--- config.mk ---
export PLATFORM = sky130hd
export DESIGN_NAME = irq_fold_top
export DESIGN_NICKNAME = d
export VERILOG_FILES = /design/src/rtl/irq_fold_pkg.sv /design/src/rtl/irq_fold_ctrl.sv /design/src/rtl/irq_fold_dp.sv /design/src/rtl/irq_fold_top.sv
export SDC_FILE = /design/constraint.sdc
export NUM_CORES = 1
export LEC_CHECK = 0
export ABC_AREA = 1
export BUFFER_PORTS_ARGS = -buffer_cell sky130_fd_sc_hd__buf_2
export CORE_UTILIZATION = 50
export CTS_BUF_LIST = sky130_fd_sc_hd__clkbuf_8
export DETAILED_ROUTE_END_ITERATION = 10
export GPL_TIMING_DRIVEN = 0
export PLACE_DENSITY = 0.68
export REMOVE_ABC_BUFFERS = 1
export SETUP_SLACK_MARGIN = 0.3
export SLEW_MARGIN = 20
export SYNTH_ARGS = -nofsm -noshare
export SYNTH_HDL_FRONTEND = slang
export SYNTH_SLANG_ARGS = --single-unit
--- constraint.sdc ---
create_clock -name clk -period 4.6 [get_ports clk]
set_input_delay 0.23 -clock clk [delete_from_list [all_inputs] [get_ports clk]]
set_output_delay 0.23 -clock clk [all_outputs]
set_load 0.01 [all_outputs]
--- src/rtl/irq_fold_pkg.sv ---
package irq_fold_pkg;
  localparam int DATA_W      = 32;
  localparam int HALF_W      = DATA_W / 2;
  localparam int ADDR_W      = 4;
  localparam int IDX_W       = $clog2(DATA_W);
  localparam int NUM_GRP     = 2;
  localparam int TX_SUM_BIT  = 9;
  localparam int RX_SUM_BIT  = 8;
  localparam int DMA_SUM_BIT = 24;
  localparam int POL_BIT     = 17;
  localparam logic [DATA_W-1:0] SUM_MASK =
    (DATA_W'(1) << TX_SUM_BIT) | (DATA_W'(1) << RX_SUM_BIT) | (DATA_W'(1) << DMA_SUM_BIT);
  // sub-word offsets inside one four-word register window
  localparam logic [1:0] SUB_PEND = 2'd0;
  localparam logic [1:0] SUB_SET  = 2'd1;
  localparam logic [1:0] SUB_CLR  = 2'd2;
  localparam logic [1:0] SUB_MASK = 2'd3;
  localparam logic [1:0] WIN_MAIN = 2'd0;
  localparam logic [1:0] WIN_CFG  = 2'd3;

  typedef struct packed {
    logic               mainSet;
    logic               mainClr;
    logic               mainMaskWr;
    logic [NUM_GRP-1:0] grpSet;
    logic [NUM_GRP-1:0] grpClr;
    logic [NUM_GRP-1:0] grpMaskWr;
    logic               cfgWr;
  } strobe_t;
endpackage

--- src/rtl/irq_fold_ctrl.sv ---
module irq_fold_ctrl
  import irq_fold_pkg::*;
#(
  parameter int HOLDOFF_CYC = 30000000
) (
  input  logic              clk,
  input  logic              rstN,
  input  logic              wrEn,
  input  logic [ADDR_W-1:0] addr,
  input  logic              pwrOn,
  output strobe_t           strb,
  output logic              holdEnable
);
  localparam int CNT_W = $clog2(HOLDOFF_CYC + 1);
  localparam logic [CNT_W-1:0] CNT_LOAD = CNT_W'(HOLDOFF_CYC);
  localparam logic [CNT_W-1:0] CNT_ONE  = CNT_W'(1);

  logic [1:0] win;
  logic [1:0] sub;
  assign win = addr[ADDR_W-1:ADDR_W-2];
  assign sub = addr[1:0];

  // write decode into strobes
  always_comb begin
    strb = '0;
    if (wrEn) begin
      if (win == WIN_MAIN) begin
        strb.mainSet    = (sub == SUB_SET);
        strb.mainClr    = (sub == SUB_CLR);
        strb.mainMaskWr = (sub == SUB_MASK);
      end
      for (int g = 0; g < NUM_GRP; g++) begin
        if (win == 2'(g + 1)) begin
          strb.grpSet[g]    = (sub == SUB_SET);
          strb.grpClr[g]    = (sub == SUB_CLR);
          strb.grpMaskWr[g] = (sub == SUB_MASK);
        end
      end
      strb.cfgWr = (win == WIN_CFG) && (sub == 2'd0);
    end
  end

  // power tracking and holdoff counter
  logic             poweredQ;
  logic             enableQ;
  logic [CNT_W-1:0] holdCnt;
  logic             powerUpEvt;
  assign powerUpEvt = pwrOn && !poweredQ;

  always_ff @(posedge clk) begin
    if (!rstN) begin
      poweredQ <= 1'b0;
      enableQ  <= 1'b0;
      holdCnt  <= '0;
    end else begin
      poweredQ <= pwrOn;
      if (powerUpEvt) begin
        enableQ <= 1'b0;
        holdCnt <= CNT_LOAD;
      end else if (!pwrOn) begin
        holdCnt <= '0;
      end else if (holdCnt == CNT_ONE) begin
        enableQ <= 1'b1;
        holdCnt <= '0;
      end else if (holdCnt != '0) begin
        holdCnt <= holdCnt - CNT_ONE;
      end
    end
  end
  assign holdEnable = enableQ;


  holdoff_drop_chk: assert property (@(posedge clk) disable iff (!rstN)
    powerUpEvt |=> !enableQ);

  enable_sticky_chk: assert property (@(posedge clk) disable iff (!rstN)
    (enableQ && !powerUpEvt) |=> enableQ);

  off_no_rise_chk: assert property (@(posedge clk) disable iff (!rstN)
    (!pwrOn && !enableQ) |=> !enableQ);
endmodule

--- src/rtl/irq_fold_dp.sv ---
module irq_fold_dp
  import irq_fold_pkg::*;
(
  input  logic              clk,
  input  logic              rstN,
  input  strobe_t           strb,
  input  logic [DATA_W-1:0] wrData,
  input  logic [ADDR_W-1:0] rdAddr,
  input  logic              evtValid,
  input  logic [IDX_W-1:0]  evtIdx,
  input  logic              evtLevel,
  input  logic              holdEnable,
  output logic [DATA_W-1:0] rdData,
  output logic              irqOut
);
  logic [DATA_W-1:0] mainStored, mainMask, cfgWord;
  logic [DATA_W-1:0] grpPend [NUM_GRP];
  logic [DATA_W-1:0] grpMask [NUM_GRP];
  logic [DATA_W-1:0] grpLive [NUM_GRP];
  logic [DATA_W-1:0] mainNext, sumBits, mainEff;

  // secondary groups
  for (genvar g = 0; g < NUM_GRP; g++) begin : gen_grp
    always_ff @(posedge clk) begin
      if (!rstN) begin
        grpPend[g] <= '0;
        grpMask[g] <= '0;
      end else begin
        if (strb.grpSet[g])    grpPend[g] <= grpPend[g] | wrData;
        if (strb.grpClr[g])    grpPend[g] <= grpPend[g] & ~wrData;
        if (strb.grpMaskWr[g]) grpMask[g] <= wrData;
      end
    end
    assign grpLive[g] = grpPend[g] & ~grpMask[g];
  end

  // fold groups into main summary positions
  always_comb begin
    sumBits = '0;
    sumBits[TX_SUM_BIT]  = |grpLive[0][HALF_W-1:0];
    sumBits[RX_SUM_BIT]  = |grpLive[0][DATA_W-1:HALF_W];
    sumBits[DMA_SUM_BIT] = |grpLive[1];
  end

  // main pending: writes first, then the level event, summary slots kept clear
  always_comb begin
    mainNext = mainStored;
    if (strb.mainSet) mainNext = mainNext | wrData;
    if (strb.mainClr) mainNext = mainNext & ~wrData;
    if (evtValid)     mainNext[evtIdx] = evtLevel;
    mainNext = mainNext & ~SUM_MASK;
  end

  always_ff @(posedge clk) begin
    if (!rstN) begin
      mainStored <= '0;
      mainMask   <= '1;
      cfgWord    <= '0;
    end else begin
      mainStored <= mainNext;
      if (strb.mainMaskWr) mainMask <= wrData;
      if (strb.cfgWr)      cfgWord  <= wrData;
    end
  end

  assign mainEff = mainStored | sumBits;

  // read mux
  logic [1:0] win, sub;
  assign win = rdAddr[ADDR_W-1:ADDR_W-2];
  assign sub = rdAddr[1:0];
  always_comb begin
    rdData = '0;
    if (win == WIN_MAIN) begin
      rdData = (sub == SUB_MASK) ? mainMask : mainEff;
    end else if (win == WIN_CFG) begin
      if (sub == 2'd0) rdData = cfgWord;
    end else begin
      for (int g = 0; g < NUM_GRP; g++) begin
        if (win == 2'(g + 1)) rdData = (sub == SUB_MASK) ? grpMask[g] : grpPend[g];
      end
    end
  end

  // output line
  logic anyLive;
  assign anyLive = |(mainEff & ~mainMask);
  assign irqOut  = holdEnable && (cfgWord[POL_BIT] ? anyLive : !anyLive);


  main_clr_chk: assert property (@(posedge clk) disable iff (!rstN)
    (strb.mainClr && !evtValid) |=> ((mainStored & $past(wrData)) == '0));

  evt_set_chk: assert property (@(posedge clk) disable iff (!rstN)
    (evtValid && evtLevel && !SUM_MASK[evtIdx]) |=> mainStored[$past(evtIdx)]);

  dma_fold_chk: assert property (@(posedge clk) disable iff (!rstN)
    (strb.mainSet && (grpLive[1] == '0) && (strb.grpSet == '0)) |=> !mainEff[DMA_SUM_BIT]);
endmodule

--- src/rtl/irq_fold_top.sv ---
module irq_fold_top
  import irq_fold_pkg::*;
#(
  parameter int HOLDOFF_CYC = 30000000
) (
  input  logic              clk,
  input  logic              rstN,
  input  logic              wrEn,
  input  logic [ADDR_W-1:0] addr,
  input  logic [DATA_W-1:0] wrData,
  output logic [DATA_W-1:0] rdData,
  input  logic              evtValid,
  input  logic [IDX_W-1:0]  evtIdx,
  input  logic              evtLevel,
  input  logic              pwrOn,
  output logic              irqOut
);
  strobe_t strb;
  logic    holdEnable;

  irq_fold_ctrl #(.HOLDOFF_CYC(HOLDOFF_CYC)) ctrl_i (
    .clk(clk), .rstN(rstN), .wrEn(wrEn), .addr(addr), .pwrOn(pwrOn),
    .strb(strb), .holdEnable(holdEnable)
  );

  irq_fold_dp dp_i (
    .clk(clk), .rstN(rstN), .strb(strb), .wrData(wrData), .rdAddr(addr),
    .evtValid(evtValid), .evtIdx(evtIdx), .evtLevel(evtLevel),
    .holdEnable(holdEnable), .rdData(rdData), .irqOut(irqOut)
  );


  gate_low_chk: assert property (@(posedge clk) disable iff (!rstN)
    !holdEnable |-> !irqOut);
endmodule

==> results of run 1 <==
layer usage:
metal / part of all wire / up-vias / GRT usage
met2: 0.45 / 531 / 0.471
li1: - / 5769 / -
met5: 0.00034 / - / 0
met4: 0.017 / 2 / 0.0746
met1: 0.44 / 5645 / 0.416
met3: 0.091 / 63 / 0.0508
cells by family (layout without fill, tap and decap cells):
logic type      after synthesis  count (layout)  synth area share
flops                       248             248             0.487
fa+ha+maj                     3               3           0.00293
xor+xnor                     16              16            0.0109
compound gates              569             569             0.242
simple gates                493             493             0.160
buf+inv                     313             424            0.0965
per-stage QoR:
| step | TNS [ps] | utilization |
|---|---|---|
| global route | 0 | 0.591 |
| CTS | 0 | 0.591 |
| detailed placement | 0 | 0.545 |
| floorplan | 0 | - |
| global placement | -181050 | 0.525 |
| finish | 0 | 0.591 |
power breakdown:
group | internal (mW) | switching (mW) | total [mW]
registers | 2.42 | 0.0498 | 2.47
clock network | 1.16 | 0.920 | 2.08
logic | 0.215 | 0.455 | 0.670
total | 3.79 | 1.42 | 5.22
cell usage after synthesis (all sizes together), types with 2 or more instances:
master   instances
o221ai          28
buf             32
xnor2            9
a21oi          265
o2111ai         32
dfxtp          120
o21ai          234
a31oi            2
xor2             7
nand4           12
nand3           45
o211ai           5
ha               3
nand2          229
clkbuf          60
inv            220
or2              2
nor3            17
edfxtp         128
nor2           186
tightest hold or removal path, delay by kind of cell:
kind | cells | cell delay, ps
AOI/OAI and AO/OA | 2 | 150
buffers and inverters | 1 | 140
how the worst min path moves through the flow:
stage / startpoint / endpoint / slack, ps / cells past startpoint
final: wrData[23] / dp_i.mainMask[23] / 20 / 3
after global routing: wrData[23] / dp_i.mainMask[23] / 10 / 3
after CTS: wrData[23] / dp_i.mainMask[23] / 6 / 3
after detailed placement: dp_i.cfgWord[16] / dp_i.cfgWord[16] / 450 / 2
after global placement: dp_i.cfgWord[24] / dp_i.cfgWord[24] / 440 / 2
after floorplan: pwrOn / ctrl_i.poweredQ / 320 / 2
repair_timing:
item,CTS,global route
setup buffers,0,0
endpoints found under the hold margin,26,0
hold buffers,25,0
sequential cells by signal (all words and copies together) (netlist names):
name	cells
dp_i.grpMask	64
dp_i.grpPend	64
dp_i.cfgWord	32
dp_i.mainMask	32
dp_i.mainStored	29
ctrl_i.holdCnt	25
ctrl_i.holdEnable	1
ctrl_i.poweredQ	1
cell type report:
cell class,count,area (um^2),area share
inverters,221,837,0.0562
flip-flops and latches,248,6250,0.420
clock buffers,60,826,0.0555
repair buffers,123,1050,0.0706
multi-input cells,1081,5430,0.365
clock inverters,20,78.8,0.00530
well taps,330,413,0.0277
==> impl_metrics.env, run 1 <==
export IMPL_ys_warn_count=0
export IMPL_synth_cells=1642
export IMPL_cts_sinks=248
export IMPL_antenna_found_initial=1
export IMPL_dpl_cell_count=1978
export IMPL_endpoint="rdData[17]"
export IMPL_viasPerCell=5.77
export IMPL_grt_start_max_net_pins=119
export IMPL_path_depth=8
export IMPL_cp_arrival_ps=2440
export IMPL_cts_buffer_depth=3
export IMPL_die_w_um=162
export IMPL_worstPathRequired_ps=4370
export IMPL_worstSetupPathType="in2out"
export IMPL_synth_enable_flop_cells=128
export IMPL_synthFlopType="edfxtp_1"
export IMPL_drtIter0Drc=1437
export IMPL_drive_above_1_share=0.119
export IMPL_synthTopCellsByArea="edfxtp_1, dfxtp_1, a21oi_1"
export IMPL_synth_seq_area_share=0.487
export IMPL_layout_common_cells="a21oi_1, nand2_1, inv_1, o21ai_0, nor2_1"
export IMPL_grt_pass1_vias=11000
export IMPL_drv_slew=0
export IMPL_grt_setup_unrepaired="no"
export IMPL_rows=58
export IMPL_crit_buf_inv=4
export IMPL_drc=0
export IMPL_wl_um=38400
export IMPL_reg2reg_depth=7
export IMPL_slowest_delay_ps=530
export IMPL_grt_usage=0.295
export IMPL_syn_to_final_growth_pct=16.1
export IMPL_fillers=2284
export IMPL_dieArea_um2=26300
export IMPL_period_share=0.580
export IMPL_cp_max_fo=118
export IMPL_synth_area_per_cell_um2=7.81
export IMPL_place_area_um2=13700
export IMPL_worst_slew_pin_slew_ps=1060
export IMPL_peakVddDrop_v=0.000212
export IMPL_maxCapViolations=0
export IMPL_post_cts_resized=0
export IMPL_critPathSlowestCell="inv_6"
export IMPL_finalCriticalPeriod_ps=2670
export IMPL_grt_first_pass_wirelength_um=60100
export IMPL_finalHoldViolCount=0
export IMPL_synth_area_um2=12800
export IMPL_worstReg2RegStart="ctrl_i.holdCnt[16]"
export IMPL_ys_types=36
export IMPL_mostFrequentLayoutCell="a21oi_1"
export IMPL_dpl_worst_slack_ps=1280
export IMPL_finish_instance_area_um2=14900
export IMPL_synth_top_area_cell="edfxtp_1"
export IMPL_place_congestion=0.844
export IMPL_root_buffer="clkbuf_8"
export IMPL_fin_total_pwr_mw=5.22
export IMPL_dieHeight_um=162
export IMPL_power_density_nw_per_um2=350
export IMPL_dpl_hpwl_um=23800
export IMPL_crit_path_start="addr[0]"
export IMPL_num_io_pins=80
export IMPL_cts_buffers=44
export IMPL_synth_seq_cells=248
export IMPL_holdWs_ps=17.6
export IMPL_r2r_end="ctrl_i.holdCnt[14]"
export IMPL_nets=1769
export IMPL_cts_tree="built"
export IMPL_synth_top_area_share=0.300
export IMPL_async_flop_share=0
export IMPL_crit_family="buffers and inverters"
export IMPL_worst_slack_ps=1930
export IMPL_status="finished clean"
export IMPL_finClkSkew_ps=8.01
export IMPL_core_area_um2=25200
export IMPL_cp_end_kind="output port"
export IMPL_clkLatencyLatePin_ps=540
export IMPL_leakagePower_nw=6.35
export IMPL_setup_viol=0
export IMPL_slew_headroom=0.285
export IMPL_cp_start_kind="input pin"
export IMPL_max_clock_freq_mhz=375
export IMPL_htreeDepth=2
export IMPL_dr_pass1_iters=6
export IMPL_port_buffers=79
export IMPL_ant_nets=0
export IMPL_clk_pin_slew_ps=50
export IMPL_wl_per_cell_um=18.4
export IMPL_vias=12000
export IMPL_instances_no_fill=2083
export IMPL_initial_core_util=0.509
export IMPL_crit_top_cell="buf_2"
export IMPL_hold_class="in2reg"
export IMPL_path_cells="buf_2 > nand2_2 > inv_6 > buf_16 > a21oi_1 > o21ai_0 > o2111ai_1 > buf_2"
export IMPL_diodes=0
export IMPL_ff2ff_setup_slack_ps=2690
export IMPL_grt_overflow_total=0
Note: power is estimated with default switching activity, not from simulation.
==> run 2: changes to the inputs <==
--- a/config.mk
+++ b/config.mk
@@ -5,7 +5,7 @@
 export SDC_FILE = /design/constraint.sdc
 export NUM_CORES = 1
 export LEC_CHECK = 0
-export ABC_AREA = 1
+export ABC_AREA = 0
 export BUFFER_PORTS_ARGS = -buffer_cell sky130_fd_sc_hd__buf_2
 export CORE_UTILIZATION = 50
 export CTS_BUF_LIST = sky130_fd_sc_hd__clkbuf_8
==> constraint.sdc (replaced) <==
create_clock -name clk -period 2.8 [get_ports clk]
set_input_delay 0.14 -clock clk [delete_from_list [all_inputs] [get_ports clk]]
set_output_delay 0.14 -clock clk [all_outputs]
set_load 0.01 [all_outputs]
==> run 2 against run 1 <==
Effect of this change: the run now ends with setup timing left; total power increased by 57%; register-to-register slack got worse by 2000 ps; via count decreased by 8.1%; first-iteration DRC count decreased by 22%; worst setup slack got worse by 2000 ps; combinational power increased by 64%; sequential share of layout area decreased by 0.75 points; clock skew increased by 5.3 ps.
==> impl_metrics.env, run 2 <==
export IMPL_status="finished, violations left"
export IMPL_violations="setup timing"
export IMPL_initial_core_util=0.507
export IMPL_intPower_mw=6.00
export IMPL_grt_use_met3=0.0562
export IMPL_grt_overflow_total=0
export IMPL_wl_per_cell_um=20.8
export IMPL_synth_area_um2=12700
export IMPL_num_io_pins=80
export IMPL_synth_area_per_cell_um2=8.97
export IMPL_antenna_found_initial=6
export IMPL_period_share=1.04
export IMPL_synth_common_cells="nand2_1, edfxtp_1, a21oi_1, dfxtp_1, nor2_1"
export IMPL_synth_enable_flop_cells=128
export IMPL_comb_power_share=0.135
export IMPL_synth_top_area_share=0.302
export IMPL_synth_cells=1419
export IMPL_htreeDepth=2
export IMPL_place_area_um2=13700
export IMPL_synthTopCellsByArea="edfxtp_1, dfxtp_1, nand2_1"
export IMPL_syn_to_final_growth_pct=19.1
export IMPL_synthFlopType="edfxtp_1"
export IMPL_root_buffer="clkbuf_8"
export IMPL_dpl_cell_count=1737
export IMPL_power_density_nw_per_um2=541
export IMPL_place_congestion=0.859
export IMPL_finalCriticalPeriod_ps=2910
export IMPL_cp_arrival_ps=2770
export IMPL_finish_instance_area_um2=15200
export IMPL_port_buffers=79
export IMPL_dr_pass1_iters=5
export IMPL_dieArea_um2=26100
export IMPL_ys_warn_count=0
export IMPL_cts_tree="built"
export IMPL_hold_class="in2reg"
export IMPL_grt_start_max_net_pins=70
export IMPL_nets=1547
export IMPL_synth_seq_cells=248
export IMPL_slew_headroom=0.312
export IMPL_yosysMostFrequentCell="nand2_1"
export IMPL_drtIter0Drc=1128
export IMPL_drive_above_1_share=0.147
export IMPL_worstPathRequired_ps=2660
export IMPL_top_regs="dp_i.grpMask x64, dp_i.grpPend x64"
export IMPL_grt_setup_unrepaired="yes"
export IMPL_top_usage_layer="met2"
export IMPL_use_met1=0.397
export IMPL_synth_seq_area_share=0.491
export IMPL_ys_types=53
export IMPL_switching_share=0.269
export IMPL_drc=0
export IMPL_instances_no_fill=1864
export IMPL_grt_util_met2=0.490
export IMPL_cts_buffer_depth=3
export IMPL_clkLatencyLatePin_ps=530
export IMPL_power_switching_mw=2.21
export IMPL_mostFrequentLayoutCell="nand2_1"
export IMPL_viasPerCell=5.92
export IMPL_maxCapViolations=0
export IMPL_cp_max_fo=3
export IMPL_die_w_um=162
export IMPL_setup_viol=1
export IMPL_grt_usage=0.299
export IMPL_grt_pass1_vias=10700
export IMPL_leakagePower_nw=5.84
export IMPL_synth_top_area_cell="edfxtp_1"
export IMPL_async_flop_share=0
export IMPL_max_clock_freq_mhz=343
export IMPL_clk_pin_slew_ps=60
export IMPL_worst_slack_ps=-113
export IMPL_dpl_hpwl_um=26200
export IMPL_finClkSkew_ps=13.3
export IMPL_cts_sinks=248
export IMPL_vias=11000
export IMPL_cp_end_kind="output port"
export IMPL_finalHoldViolCount=0
export IMPL_wl_um=38800
export IMPL_holdWs_ps=53.1
export IMPL_worst_slew_pin_slew_ps=1030
export IMPL_worstSetupPathType="reg2out"
export IMPL_drv_slew=0
export IMPL_cp_start_kind="register"
export IMPL_dieHeight_um=162
export IMPL_core_area_um2=25100
export IMPL_cts_buffers=42
export IMPL_ant_nets=0
export IMPL_layout_common_cells="nand2_1, edfxtp_1, a21oi_1, dfxtp_1, nor2_1"
export IMPL_rows=58
export IMPL_clockPowerShare=0.368
export IMPL_p_seq_frac=0.497
export IMPL_peakVddDrop_v=0.000376
export IMPL_grt_first_pass_wirelength_um=60400
-- run 2: power groups by stage --
stage          Clock (mW)  Combinational (mW)  Sequential (mW)
2_1_floorplan           0               0.589             4.13
4_1_cts              3.05                1.07             4.08
5_1_grt              3.21                1.19             4.10
6_report             3.02                1.10             4.08
3_3_place_gp            0               0.948             4.16
3_5_place_dp            0                1.01             4.15
-- run 2: kinds of logic after synthesis --
| logic type | count (synthesis) | share of synthesized area |
|---|---|---|
| AOI/OAI and AO/OA | 338 | 0.176 |
| xor gates and xnor gates | 23 | 0.0158 |
| buffers and inverters | 180 | 0.0552 |
| and+or+nand+nor | 562 | 0.208 |
| DFF | 248 | 0.491 |
| adders and majority gates | 3 | 0.00295 |
| muxes | 65 | 0.0511 |
-- run 2: cell type report --
| cell class | instances | area, um^2 |
|---|---|---|
| sequential | 248 | 6250 |
| inverter | 62 | 238 |
| multi-input combinational | 991 | 6090 |
| fill | 2162 | 9950 |
| timing repair buffer | 152 | 1380 |
| tap | 330 | 413 |
| clock inverter | 29 | 109 |
| antenna | 3 | 7.51 |
| clock buffer | 49 | 674 |
-- run 2: path summary, 6_finish.rpt --
check | endpoint | depth (start not counted) | start | slack (ps)
setup / recovery | irqOut | 7 | dp_i.grpPend[0][5] | -110
hold / removal | dp_i.mainStored[11] | 4 | evtIdx[2] | 50
setup reg to reg | ctrl_i.holdCnt[17] | 6 | ctrl_i.holdCnt[12] | 700
hold reg to reg | dp_i.cfgWord[20] | 2 | dp_i.cfgWord[20] | 450
-- run 2: timing repair --
| action | CTS | global route |
|---|---|---|
| buffers inserted | 10 | 3 |
| gates cloned | 0 | 0 |
| resized for setup | 20 | 19 |
| hold buffers | 33 | 0 |
| hold endpoints to repair | 70 | 0 |
| pin swaps | 7 | 12 |
| endpoints found under the setup margin | 9 | 3 |
-- run 2: worst max-delay path, stage by stage, from the launching register on --
cell and delay [ps]:
edfxtp_1 410, nand2b_1 180, o2111ai_4 210, nor4_4 360, nor2_2 120, a2111oi_4 470, mux2i_1 310, buf_2 170
-- run 2: routing by layer --
layer	up-vias	part of all wire
li1	5208	-
met1	5282	0.42
met2	468	0.47
met3	78	0.080
met4	4	0.030
met5	-	0.00054
-- run 2: stage by stage --
stage | utilization | TNS [ps] | setup WS [ps] | total power, mW
CTS | 0.598 | -47.4 | -47.4 | 8.20
finish | 0.604 | -113 | -113 | 8.21
detailed placement | 0.546 | -6260 | -276 | 5.16
floorplan | - | -301140 | -3150 | 4.72
global route | 0.604 | -132 | -132 | 8.51
global placement | 0.521 | -1057190 | -7000 | 5.10
